--- config.mk ---
export PLATFORM = sky130hd
export DESIGN_NAME = cc_timer16
export DESIGN_NICKNAME = d
export VERILOG_FILES = /design/src/rtl/cct_pkg.sv /design/src/rtl/cct_prescaler.sv /design/src/rtl/cct_edge.sv /design/src/rtl/cct_counter.sv /design/src/rtl/cc_timer16.sv
export SDC_FILE = /design/constraint.sdc
export NUM_CORES = 1
export LEC_CHECK = 0
export CORE_AREA = 3 3 129 131
export DETAILED_ROUTE_END_ITERATION = 10
export DIE_AREA = 0 0 132 134
export PLACE_DENSITY_LB_ADDON = 0.2
export SLEW_MARGIN = 0
export SYNTH_ARGS = -nofsm -noshare
export SYNTH_HDL_FRONTEND = slang
export SYNTH_SLANG_ARGS = --single-unit
--- constraint.sdc ---
create_clock -name clk_i -period 3.27 [get_ports clk_i]
set_input_delay 0.327 -clock clk_i [delete_from_list [all_inputs] [get_ports clk_i]]
set_output_delay 0.327 -clock clk_i [all_outputs]
set_load 0.05 [all_outputs]
--- src/rtl/cct_pkg.sv ---
package cct_pkg;
  localparam int CNT_W     = 16;
  localparam int BYTE_W    = 8;
  localparam int ADDR_W    = 4;
  localparam int PRE_SEL_W = 3;
  localparam int STAT_W    = 2;

  localparam logic [ADDR_W-1:0] A_CTRL0 = 4'd0;
  localparam logic [ADDR_W-1:0] A_CTRL1 = 4'd1;
  localparam logic [ADDR_W-1:0] A_CNT_H = 4'd2;
  localparam logic [ADDR_W-1:0] A_CNT_L = 4'd3;
  localparam logic [ADDR_W-1:0] A_RLD_H = 4'd4;
  localparam logic [ADDR_W-1:0] A_RLD_L = 4'd5;
  localparam logic [ADDR_W-1:0] A_CAP_H = 4'd6;
  localparam logic [ADDR_W-1:0] A_CAP_L = 4'd7;
  localparam logic [ADDR_W-1:0] A_STAT  = 4'd8;

  typedef enum logic {MODE_CMP = 1'b0, MODE_CAP = 1'b1} mode_e;
  typedef enum logic [1:0] {
    SRC_BOTH = 2'd0, SRC_CAP = 2'd1, SRC_RLD = 2'd2, SRC_ALL = 2'd3
  } irq_src_e;

  typedef struct packed {
    logic                 en;
    mode_e                mode;
    logic                 init_lvl;
    logic [PRE_SEL_W-1:0] pres;
    irq_src_e             src;
  } ctrl_t;
endpackage

--- src/rtl/cct_prescaler.sv ---
module cct_prescaler #(
  parameter int SEL_W = 3
) (
  input  logic             clk_i,
  input  logic             rst_ni,
  input  logic             en_i,
  input  logic [SEL_W-1:0] sel_i,
  output logic             tick_o
);
  localparam int DIV_W = (1 << SEL_W) - 1;

  logic [DIV_W-1:0] pre_q;
  logic [DIV_W-1:0] mask;

  always_comb begin
    for (int i = 0; i < DIV_W; i++) mask[i] = (i < int'(sel_i));
  end

  assign tick_o = en_i && ((pre_q & mask) == mask);

  always_ff @(posedge clk_i or negedge rst_ni) begin
    if (!rst_ni)    pre_q <= '0;
    else if (!en_i) pre_q <= '0;
    else            pre_q <= pre_q + DIV_W'(1);
  end

  assert_pre_clear_R2: assert property (@(posedge clk_i) disable iff (!rst_ni)
    !en_i |=> (pre_q == '0));
endmodule

--- src/rtl/cct_edge.sv ---
module cct_edge #(
  parameter int STAGES = 2
) (
  input  logic clk_i,
  input  logic rst_ni,
  input  logic pin_i,
  input  logic rise_i,
  output logic edge_o
);
  logic [STAGES-1:0] sync_q;
  logic              last_q;
  logic              s;

  always_ff @(posedge clk_i or negedge rst_ni) begin
    if (!rst_ni) begin
      sync_q <= '0;
      last_q <= 1'b0;
    end else begin
      sync_q <= {sync_q[STAGES-2:0], pin_i};
      last_q <= sync_q[STAGES-1];
    end
  end

  assign s      = sync_q[STAGES-1];
  assign edge_o = rise_i ? (s & ~last_q) : (~s & last_q);

  // a single pin transition yields exactly one event
  assert_single_edge_R9: assert property (@(posedge clk_i) disable iff (!rst_ni)
    edge_o |=> (!edge_o || (rise_i != $past(rise_i))));
endmodule

--- src/rtl/cct_counter.sv ---
module cct_counter
  import cct_pkg::*;
(
  input  logic              clk_i,
  input  logic              rst_ni,
  input  logic              en_i,
  input  mode_e             mode_i,
  input  logic              init_i,
  input  logic              out_en_i,
  input  logic              tick_i,
  input  logic [CNT_W-1:0]  rld_i,
  input  logic              ld_hi_i,
  input  logic              ld_lo_i,
  input  logic [BYTE_W-1:0] ld_data_i,
  output logic [CNT_W-1:0]  cnt_o,
  output logic              hit_o,
  output logic              tout_o
);
  logic [CNT_W-1:0] cnt_q;
  logic             out_q;

  assign hit_o  = tick_i && (cnt_q == rld_i);
  assign cnt_o  = cnt_q;
  assign tout_o = out_q;

  always_ff @(posedge clk_i or negedge rst_ni) begin
    if (!rst_ni) begin
      cnt_q <= '0;
    end else if (!en_i) begin
      if (ld_hi_i) cnt_q[CNT_W-1:BYTE_W] <= ld_data_i;
      if (ld_lo_i) cnt_q[BYTE_W-1:0]     <= ld_data_i;
    end else if (tick_i) begin
      if (mode_i == MODE_CAP && hit_o) cnt_q <= CNT_W'(1);
      else                             cnt_q <= cnt_q + CNT_W'(1);
    end
  end

  always_ff @(posedge clk_i or negedge rst_ni) begin
    if (!rst_ni)                                        out_q <= 1'b0;
    else if (!en_i)                                     out_q <= init_i;
    else if (mode_i == MODE_CMP && hit_o && out_en_i)   out_q <= ~out_q;
  end

  assert_hold_R3: assert property (@(posedge clk_i) disable iff (!rst_ni)
    (en_i && !tick_i) |=> $stable(cnt_q));
  assert_cmp_keep_R4: assert property (@(posedge clk_i) disable iff (!rst_ni)
    (en_i && hit_o && mode_i == MODE_CMP) |=> (cnt_q == $past(rld_i) + CNT_W'(1)));
  assert_toggle_R5: assert property (@(posedge clk_i) disable iff (!rst_ni)
    (en_i && hit_o && mode_i == MODE_CMP && out_en_i) |=> (tout_o != $past(tout_o)));
  assert_wrap_R6: assert property (@(posedge clk_i) disable iff (!rst_ni)
    (en_i && tick_i && mode_i == MODE_CMP && cnt_q == '1) |=> (cnt_q == '0));
  assert_idle_lvl_R7: assert property (@(posedge clk_i) disable iff (!rst_ni)
    !en_i |=> (tout_o == $past(init_i)));
  assert_restart_R8: assert property (@(posedge clk_i) disable iff (!rst_ni)
    (en_i && hit_o && mode_i == MODE_CAP) |=> (cnt_q == CNT_W'(1)));
endmodule

--- src/rtl/cc_timer16.sv ---
module cc_timer16
  import cct_pkg::*;
#(
  parameter int SYNC_STAGES = 2
) (
  input  logic              clk_i,
  input  logic              rst_ni,
  input  logic [ADDR_W-1:0] addr_i,
  input  logic              wr_en_i,
  input  logic [BYTE_W-1:0] wr_data_i,
  input  logic              rd_en_i,
  output logic [BYTE_W-1:0] rd_data_o,
  input  logic              tin_i,
  output logic              tout_o,
  output logic              irq_o
);
  ctrl_t             ctrl_q;
  logic              cap_rise_q, out_en_q;
  logic [CNT_W-1:0]  rld_q, cap_q, cnt;
  logic [BYTE_W-1:0] cnt_lo_sh_q, cap_lo_sh_q;
  logic [STAT_W-1:0] stat_q, stat_clr;
  logic              irq_q, irq_d;
  logic              tick, hit, pin_edge, cap_evt;
  logic              wr_ctrl0, wr_ctrl1, wr_stat;

  assign wr_ctrl0 = wr_en_i && addr_i == A_CTRL0;
  assign wr_ctrl1 = wr_en_i && addr_i == A_CTRL1;
  assign wr_stat  = wr_en_i && addr_i == A_STAT;

  cct_prescaler #(.SEL_W(PRE_SEL_W)) u_pre (
    .clk_i, .rst_ni, .en_i(ctrl_q.en), .sel_i(ctrl_q.pres), .tick_o(tick)
  );

  cct_edge #(.STAGES(SYNC_STAGES)) u_edge (
    .clk_i, .rst_ni, .pin_i(tin_i), .rise_i(cap_rise_q), .edge_o(pin_edge)
  );

  cct_counter u_cnt (
    .clk_i, .rst_ni,
    .en_i      (ctrl_q.en),
    .mode_i    (ctrl_q.mode),
    .init_i    (ctrl_q.init_lvl),
    .out_en_i  (out_en_q),
    .tick_i    (tick),
    .rld_i     (rld_q),
    .ld_hi_i   (wr_en_i && addr_i == A_CNT_H && !ctrl_q.en),
    .ld_lo_i   (wr_en_i && addr_i == A_CNT_L && !ctrl_q.en),
    .ld_data_i (wr_data_i),
    .cnt_o     (cnt),
    .hit_o     (hit),
    .tout_o    (tout_o)
  );

  assign cap_evt  = ctrl_q.en && ctrl_q.mode == MODE_CAP && pin_edge;
  assign stat_clr = wr_stat ? wr_data_i[STAT_W-1:0] : '0;

  always_comb begin
    if (ctrl_q.mode == MODE_CMP) irq_d = hit;
    else irq_d = (cap_evt && ctrl_q.src != SRC_RLD) || (hit && ctrl_q.src != SRC_CAP);
  end

  always_ff @(posedge clk_i or negedge rst_ni) begin
    if (!rst_ni) begin
      ctrl_q      <= '0;
      cap_rise_q  <= 1'b0;
      out_en_q    <= 1'b0;
      rld_q       <= '0;
      cap_q       <= '0;
      stat_q      <= '0;
      cnt_lo_sh_q <= '0;
      cap_lo_sh_q <= '0;
      irq_q       <= 1'b0;
    end else begin
      if (wr_ctrl0) ctrl_q <= ctrl_t'(wr_data_i);
      if (wr_ctrl1) {out_en_q, cap_rise_q} <= wr_data_i[1:0];
      if (wr_en_i && addr_i == A_RLD_H) rld_q[CNT_W-1:BYTE_W] <= wr_data_i;
      if (wr_en_i && addr_i == A_RLD_L) rld_q[BYTE_W-1:0]     <= wr_data_i;
      if (cap_evt) begin
        cap_q <= cnt;
      end else begin
        if (wr_en_i && addr_i == A_CAP_H) cap_q[CNT_W-1:BYTE_W] <= wr_data_i;
        if (wr_en_i && addr_i == A_CAP_L) cap_q[BYTE_W-1:0]     <= wr_data_i;
      end
      stat_q <= (stat_q & ~stat_clr) | {hit, cap_evt};
      if (rd_en_i && addr_i == A_CNT_H) cnt_lo_sh_q <= cnt[BYTE_W-1:0];
      if (rd_en_i && addr_i == A_CAP_H) cap_lo_sh_q <= cap_q[BYTE_W-1:0];
      irq_q <= irq_d;
    end
  end

  assign irq_o = irq_q;

  always_comb begin
    case (addr_i)
      A_CTRL0: rd_data_o = ctrl_q;
      A_CTRL1: rd_data_o = {6'b0, out_en_q, cap_rise_q};
      A_CNT_H: rd_data_o = cnt[CNT_W-1:BYTE_W];
      A_CNT_L: rd_data_o = cnt_lo_sh_q;
      A_RLD_H: rd_data_o = rld_q[CNT_W-1:BYTE_W];
      A_RLD_L: rd_data_o = rld_q[BYTE_W-1:0];
      A_CAP_H: rd_data_o = cap_q[CNT_W-1:BYTE_W];
      A_CAP_L: rd_data_o = cap_lo_sh_q;
      A_STAT:  rd_data_o = {{(BYTE_W-STAT_W){1'b0}}, stat_q};
      default: rd_data_o = '0;
    endcase
  end

  assert_cap_copy_R9: assert property (@(posedge clk_i) disable iff (!rst_ni)
    cap_evt |=> (cap_q == $past(cnt)));
  assert_src_mask_R10: assert property (@(posedge clk_i) disable iff (!rst_ni)
    (cap_evt && !hit && ctrl_q.mode == MODE_CAP && ctrl_q.src == SRC_RLD) |=> !irq_q);
  assert_flag_set_R12: assert property (@(posedge clk_i) disable iff (!rst_ni)
    (hit && cap_evt) |=> (stat_q == 2'b11));
  assert_flag_sticky_R12: assert property (@(posedge clk_i) disable iff (!rst_ni)
    (stat_q[1] && !wr_stat) |=> stat_q[1]);
endmodule

## Word-level counts from Yosys, hierarchy flattened

Index checks and enable logic that the tools add are counted.

- Muxes and demuxes: 15
- $lt $le $gt $ge: 7
- Add/subtract/negate cells: 2
- Reduce and logical (&&, ||, !) cells: 31
- Bitwise operators: 10
- Eq/ne operators: 14

Operators with widths:

| kind | count |
|---|---|
| case mux 8 bit (9 select lines) | 1 |
| two-way mux 16 bit | 4 |
| two-way mux 8 bit | 4 |
| logical AND 1 bit | 22 |
| adder 16 x 1 -> 16 bit (second input constant) | 1 |
| equality test 16 bit | 1 |
| equality test 4 x 3 -> 1 bit (second input constant) | 4 |
| < comparator 3 bit (first input constant) | 3 |
| equality test 4 x 2 -> 1 bit (second input constant) | 2 |
| nonzero test 2 bit | 4 |
| adder 7 x 1 -> 7 bit (second input constant) | 1 |
| bitwise AND 7 bit | 1 |
| equality test 7 bit | 1 |
| two-way mux 7 bit | 1 |
| < comparator 1 x 3 -> 1 bit (first input constant) | 2 |
| < comparator 2 x 3 -> 1 bit (first input constant) | 2 |
| inequality test 2 x 1 -> 1 bit (second input constant) | 3 |
| equality test 4 x 1 -> 1 bit (second input constant) | 1 |
| equality test 4 bit (second input constant) | 1 |
| logical NOT 4 bit | 1 |
| two-way mux 1 bit | 4 |
| NOT 1 bit | 4 |
| AND reduction 2 bit | 2 |
| bitwise AND 1 bit | 2 |
| 7 further kinds | 7 |

- Register bits after elaboration: 88
- Input port bits: 17
- Output and inout bits: 10
- Logic and storage cells: 100

## Depth between registers and ports, before layout

Gate-level depths: netlist of run 1.

- Depth in word-level cells: 9
- Gate-level depth with buffers: 8
- Depth with buffers taken out: 7

## By module

A second synthesis of run 1 with hierarchy kept.

- Cell total of the unflattened synthesis: 481
- Area total of the unflattened synthesis: 4983.5 sq um

By module, submodules not included:

| module | instances | cells each | area each (sq um) | sequential area each (sq um) |
|---|---|---|---|---|
| cc_timer16 | 1 | 294 | 3275.6 | 1526.5 |
| cct_counter | 1 | 144 | 1248.7 | 425.4 |
| cct_prescaler | 1 | 37 | 361.6 | 175.2 |
| cct_edge | 1 | 6 | 97.6 | 75.1 |

## Worst setup path after synthesis of run 1

No wires, ideal clock.

- Kind: input to output
- Start: input port addr_i[3]
- End: output port rd_data_o[3]
- Stages on the path: 6
- Buffers on the path: 2
- Slack: 1137 ps
- Arrival: 1806 ps
- Data required time: 2943 ps
- Path through: buf_2 -> nand2b_1 -> clkbuf_1 -> nor3b_2 -> a222oi_1 -> nand3_1

- Longest elaborated chain between the ends: 2
- Elaborated cells on any way between the ends: 10
- Those cells by class: eq/ne: 8; mux: 1; reduce/logical: 1

Ends and longest elaborated chain:

| what | RTL line | source |
|---|---|---|
| start: declaration | cc_timer16.sv:8 | `input logic [ADDR_W-1:0] addr_i,` |
| equality test 4 bit, or another cell as far along | cc_timer16.sv:94 | `case (addr_i)` |
| case mux 8 bit (9 select lines) (*) | cc_timer16.sv:94 |  |
| end: declaration | cc_timer16.sv:12 | `output logic [BYTE_W-1:0] rd_data_o,` |

Mark *: on every way between the ends. The rest lies on a longest branch, timed or not.

## Worst setup path after layout of run 1

- Start: input port addr_i[1]
- End: output port rd_data_o[5]

The elaborated chain is that of the path after synthesis.

==> results of run 1 <==
[layer usage]
layer | vias to the layer above | GRT usage (%) | share of wire [%] | routed length (um)
met5 | - | 0 | 0 | 0
met4 | 0 | 5.37 | 1.4 | 199
met3 | 13 | 2.89 | 5.0 | 685
met2 | 109 | 25.3 | 47 | 6460
met1 | 1841 | 22.2 | 47 | 6380
li1 | 1700 | - | - | -
[through the flow]
step	total power [mW]	utilization [%]	worst slack, ns	instances	cell area (um^2)
finish	4.31	36.1	0.635	700	5670
global placement	3.13	33.9	0.692	683	5320
CTS	4.36	36.1	0.678	700	5670
global route	4.55	36.1	0.494	700	5670
floorplan	2.63	-	1.14	445	4680
detailed placement	3.15	33.9	0.644	683	5320
[cell families (layout without fill, tap and decap cells)]
| logic type | Yosys count | count (layout) | synth area share [%] |
|---|---|---|---|
| AOI/OAI and AO/OA | 112 | 112 | 16.4 |
| xor gates and xnor gates | 22 | 22 | 4.12 |
| adders and majority gates | 2 | 2 | 0.535 |
| buffers and inverters | 34 | 73 | 3.37 |
| DFF | 88 | 88 | 47.0 |
| muxes | 51 | 51 | 11.8 |
| and+or+nand+nor | 136 | 136 | 16.7 |
[final timing paths]
| path | to | cells after the start | slack (ns) | from |
|---|---|---|---|---|
| max reg2reg | u_cnt.cnt_o[13] | 7 | 0.93 | u_cnt.cnt_o[6] |
| min reg2reg | u_edge.sync_q[1] | 0 | 0.34 | u_edge.sync_q[0] |
| min | u_edge.sync_q[1] | 0 | 0.34 | u_edge.sync_q[0] |
| min in group asynchronous | cap_lo_sh_q[0] | 2 | 0.52 | rst_ni |
| max | rd_data_o[5] | 7 | 0.64 | addr_i[1] |
| max in group asynchronous | rld_q[7] | 3 | 1.97 | rst_ni |
[Yosys cell counts, types with 4 or more instances]
cell type,n
mux2i_1,17
mux2_2,34
nor4_1,4
inv_1,10
nand3b_1,4
nor2b_1,6
nand4_1,4
dfrtp_1,88
o21ai_0,42
nand2b_1,9
nor2_1,6
and2_1,9
a222oi_1,7
nand2_1,48
o21ai_1,8
a22oi_1,14
a22o_1,15
clkbuf_1,13
nor4_2,4
xor2_1,18
a21oi_1,5
xnor2_1,4
nand3_1,15
and3_1,10
buf_2,5
[sequential cells by signal (all words and copies together), names as in the netlist]
name / flops
cap_lo_sh_q: 8
u_pre.pre_q: 7
cnt_lo_sh_q: 8
u_edge.sync_q: 2
irq_o: 1
rld_q: 16
ctrl_q: 8
u_edge.last_q: 1
stat_q: 2
out_en_q: 1
cap_rise_q: 1
u_cnt.cnt_o: 16
cap_q: 16
u_cnt.tout_o: 1
[power groups by stage]
stage,Clock [mW],Combinational (mW),Sequential [mW]
2_1_floorplan,0,0.930,1.70
3_3_place_gp,0,1.22,1.91
3_5_place_dp,0,1.23,1.91
4_1_cts,1.23,1.24,1.89
5_1_grt,1.26,1.35,1.94
6_report,1.19,1.23,1.89
[placed cells by master, fill, tap and decap left out, types with 7 or more instances in the layout]
cell type         n
and2_1            9
mux2_2           34
nand2b_1          9
buf_4            21
a22o_1           15
xor2_1           18
nand3_1          15
a22oi_1          14
clkbuf_16         9
buf_12            8
inv_1            10
dfrtp_1          88
o21ai_1           8
clkdlybuf4s50_1  17
and3_1           10
nand2_1          48
o21ai_0          42
a222oi_1          7
mux2i_1          17
[worst max-delay path: cells and delay by family]
| kind | cells | cell delay, ns |
|---|---|---|
| buffers and inverters | 3 | 1.16 |
| AO/OA/AOI/OAI | 1 | 0.09 |
| AND/OR/NAND/NOR | 3 | 0.71 |
[final cells by class]
cell class / count / area (um^2)
sequential: 88 / 2200
clock inverter: 5 / 105
multi-input combinational: 323 / 2320
clock buffer: 11 / 233
fill: 1591 / 10000
inverter: 10 / 37.5
timing repair buffer: 47 / 498
tap: 216 / 270
[timing repair]
action	CTS	global route
resized for setup	0	0
hold endpoints to repair	40	0
hold buffers	1	0
==> impl_metrics.yaml, run 1 <==
run_status:
  status: "finished, final reports clean"
route:
  ant_nets: 0
  route.detailed.drc: 0
  drt_iter0_markers: 421
  first_pass_iters: 5
  wirelength_um: 13700
  wl_per_cell_um: 19.6
  via_per_inst: 5.23
  via_count: 3663
floorplanning:
  rows: 46
  core_um2: 15700
  die-area_um2: 17700
  ios: 27
  die_h_um: 134
  initial_core_util_pct: 29.8
  dieWidth_um: 132
worst_setup_path:
  start_kind: "input pin"
  required_ns: 2.94
  cp-end-kind: "primary output"
  worstPathCellList: "clkdlybuf4s50_1 > nand2_1 > nor3_2 > buf_4 > a222oi_1 > nand3_1 > buf_12"
  crit_arrival_ns: 2.31
  cp_slowest_cell: "clkdlybuf4s50_1"
  cpPeakStageDelay_ns: 0.77
  worstSetupPathType: "in -> out"
  cp_max_fo: 14
global_routing:
  grt-ovfl-total: 0
  grt_max_degree: 43
  grt_pass1_wl_um: 21700
  track_usage_pct: 16.0
  antenna_found_initial: 0
  grt_pass1_vias: 3587
cells_and_area:
  syn_to_final_growth_pct: 21.1
  nNetsFinal: 498
  drive_gt1_share_pct: 19.8
  n_antenna_cell: 0
yosys:
  ys_dominant_reg_cell: "dfrtp_1"
  synthTopCellsByArea: "dfrtp_1 (47%), mux2_2 (8.2%), o21ai_0 (4.5%)"
  synth_edf_count: 0
  synthDistinctLibCells: 55
  mappedNetlistArea_um2: 4680
  synth_top_area_cell: "dfrtp_1"
  syn_nets: 464
  ys_ff_latch: 88
  yosysTopAreaCellShare_pct: 47.0
  yosys_warnings: 0
  seq_area_frac_synth_pct: 47.0
  syn_inst: 445
  synthArstFlopShare_pct: 100
  synth_area_per_cell_um2: 10.5
pwr:
  power_frac_comb_pct: 28.6
  ir_worst_vdd_mv: 0.334
  p_per_area_nw_per_um2: 760
  p_int_mw: 2.79
  p_sw_share_pct: 35.2
  pwr-share-seq_pct: 43.8
  leakage_nw: 2.47
  clockPowerShare_pct: 27.7
  p_sw_mw: 1.52
clocking:
  cts_root_buffer: "clkbuf_16"
  clkSinkCount: 88
  clockBufferDepth: 2
  cts_tree: "built"
  h-tree-depth: 3
  clkTransAtPathRegs_ns: 0.07
  cts_setup_buffers: 0
  worstSkewPairLatency_ns: 0.35
  cts_buffers: 9
place:
  dp_hpwl_um: 9720
  gp_congestion: 0.878
  io_buffers: 26
sta:
  setup_viol: 0
  timing.final.hold_violations: 0
  rsz0062_at_grt: "false"
  drv_slew: 0
  tns_ns: 0
  clock_skew_ns: 0.00645
  min_period_ns: 2.63
  whs_ns: 0.344
  fin_crit_sh_pct: 80.6
  relSlewSlack_pct: 61.6
  max_clock_freq_ghz: 0.380
  tightest_slew_ns: 0.574
run:
  maxCapViolations: 0
worst_hold_path:
  hold_path_class: "reg -> reg"
(Power assumes the default switching activity.)
==> run 2: changes to the inputs <==
clock period = 2.4 ns   (was 3.27 ns; I/O delays follow)
==> run 2 against run 1 <==
  * Combinational power is 65% higher
  * Largest cell class unchanged
  * Clock skew decreased by 0.00055 ns
  * Core utilization grew 0.95 points
  * Clock-buffer cell count did not move
  * Global-route usage rose by 0.33 points
  * Clock power increased by 21%
  * Critical path type unchanged
  * Via count is 2.8% higher
  * Die area did not move
==> impl_metrics.yaml, run 2 (synthesized netlist as in run 1, its figures left out) <==
sta:
  drv_slew: 0
  fin_crit_sh_pct: 95.4
  relSlewSlack_pct: 64.1
  whs_ns: 0.323
  max_clock_freq_ghz: 0.437
  setup_viol: 0
  min_period_ns: 2.29
  clock_skew_ns: 0.00590
  rsz0062_at_grt: "false"
  timing.final.hold_violations: 0
  tightest_slew_ns: 0.537
clocking:
  h-tree-depth: 3
  clkSinkCount: 88
  clkTransAtPathRegs_ns: 0.06
  cts_buffers: 9
  clockBufferDepth: 2
  cts_root_buffer: "clkbuf_16"
  cts_setup_buffers: 0
  cts_tree: "built"
  worstSkewPairLatency_ns: 0.35
worst_setup_path:
  cp_max_fo: 8
  cp_common_cell: "buf_4"
  cp_slowest_cell: "clkdlybuf4s50_1"
  reg2regPathDepth: 7
  crit_arrival_ns: 2.05
  cpPeakStageDelay_ns: 0.61
  critical_path_buf_inv_count: 4
  worstSetupPathType: "in -> out"
  required_ns: 2.16
  start_kind: "input pin"
  r2r_setup_slack_ns: 0.15
  cp.depth: 7
  cp-end-kind: "primary output"
  worstPathCellList: "clkdlybuf4s50_1 > buf_4 > nor4b_2 > buf_4 > a222oi_1 > nand3_1 > buf_12"
  crit_family: "buffers and inverters"
place:
  io_buffers: 26
  dp_hpwl_um: 10200
  dpl_cell_area_um2: 5480
  gp_congestion: 0.816
cells_and_area:
  fin_util_pct: 37.0
  final_cell_mix: "dfrtp_1 (88), nand2_1 (48), o21ai_0 (42)"
  nNetsFinal: 516
  final.fill_count: 1555
  mostFrequentLayoutCell: "dfrtp_1"
  syn_to_final_growth_pct: 24.3
  n_antenna_cell: 0
  fin_area_um2: 5820
  drive_gt1_share_pct: 23.6
global_routing:
  grt-ovfl-total: 0
  grt_pass1_vias: 3878
  grt_max_degree: 69
  track_usage_pct: 16.3
  grt_pass1_wl_um: 22300
  antenna_found_initial: 0
pwr:
  p_sw_share_pct: 35.4
  leakage_nw: 2.57
  clockPowerShare_pct: 24.6
  pwr-share-seq_pct: 40.8
  p_int_mw: 3.79
  p_sw_mw: 2.07
  ir_worst_vdd_mv: 0.503
  p_total_mw: 5.86
  p_per_area_nw_per_um2: 1010
  power_frac_comb_pct: 34.6
route:
  wl_per_cell_um: 19.4
  wirelength_um: 13900
  via_per_inst: 5.25
  ant_nets: 0
  via_count: 3765
  first_pass_iters: 4
  route.detailed.drc: 0
  drt_iter0_markers: 252
floorplanning:
  die-area_um2: 17700
  dieWidth_um: 132
  die_h_um: 134
  ios: 27
  initial_core_util_pct: 29.8
  core_um2: 15700
  rows: 46
worst_hold_path:
  hold_path_class: "in -> async"
run_status:
  status: "finished, final reports clean"
run:
  maxCapViolations: 0
## run 2: changes by cell type in the layout (fill, tap and decap cells not counted), sizes merged
cell,delta
buf,+18
bufinv,-2
clkdlybuf4s50,-1
clkinv,+1
dlymetal6s2s,+1
## run 2: power groups by stage
stage | Combinational (mW) | Clock (mW) | Sequential [mW]
after floorplan | 1.27 | 0 | 2.32
after global placement | 1.99 | 0 | 2.41
after detailed placement | 2.02 | 0 | 2.42
after CTS | 2.04 | 1.48 | 2.40
after global routing | 2.22 | 1.55 | 2.46
final | 2.03 | 1.44 | 2.39
## run 2: layout make-up
class | instances | area, um^2 | share of cell area (%)
well taps | 216 | 270 | 4.64
flip-flops and latches | 88 | 2200 | 37.8
inverters | 10 | 37.5 | 0.645
clock inverters | 4 | 53.8 | 0.925
multi-input cells | 323 | 2340 | 40.2
clock buffers | 11 | 253 | 4.34
repair buffers | 65 | 661 | 11.4
## run 2: final timing paths
path	startpoint	endpoint
setup / recovery	addr_i[0]	rd_data_o[4]
hold / removal	rst_ni	cap_lo_sh_q[0]
max in group asynchronous	rst_ni	cap_q[8]
hold reg to reg	u_edge.sync_q[0]	u_edge.sync_q[1]
min in group clk_i	tin_i	u_edge.sync_q[0]
setup reg to reg	rld_q[13]	u_cnt.cnt_o[13]
## run 2: per-layer routing
metal	up-vias	routed length [um]	track usage [%]
met2	111	6480	25.9
li1	1743	-	-
met3	19	786	4.54
met5	-	0	0
met4	0	260	4.55
met1	1892	6400	22.0
## run 2: worst register-to-register path: cells and delay by family, from the launching register on
family                    cells  cell delay [ns]
xor gates and xnor gates      1             0.19
buffers and inverters         1             0.20
AOI/OAI and AO/OA             3             0.66
and+or+nand+nor               2             0.66
DFF                           1             0.43
## run 2: what timing repair did
action,CTS,global route
hold buffers,1,0
endpoints found under the setup margin,0,8
endpoints found under the hold margin,20,0
gates resized for setup,0,5
## run 2: through the flow
step           std cells  setup TNS (ns)  setup slack (ns)
3_3_place_gp         701               0            0.0128
4_1_cts              717               0            0.0666
6_report             717               0             0.110
2_1_floorplan        445               0             0.421
5_1_grt              717               0           0.00492
3_5_place_dp         701        -0.00974          -0.00974
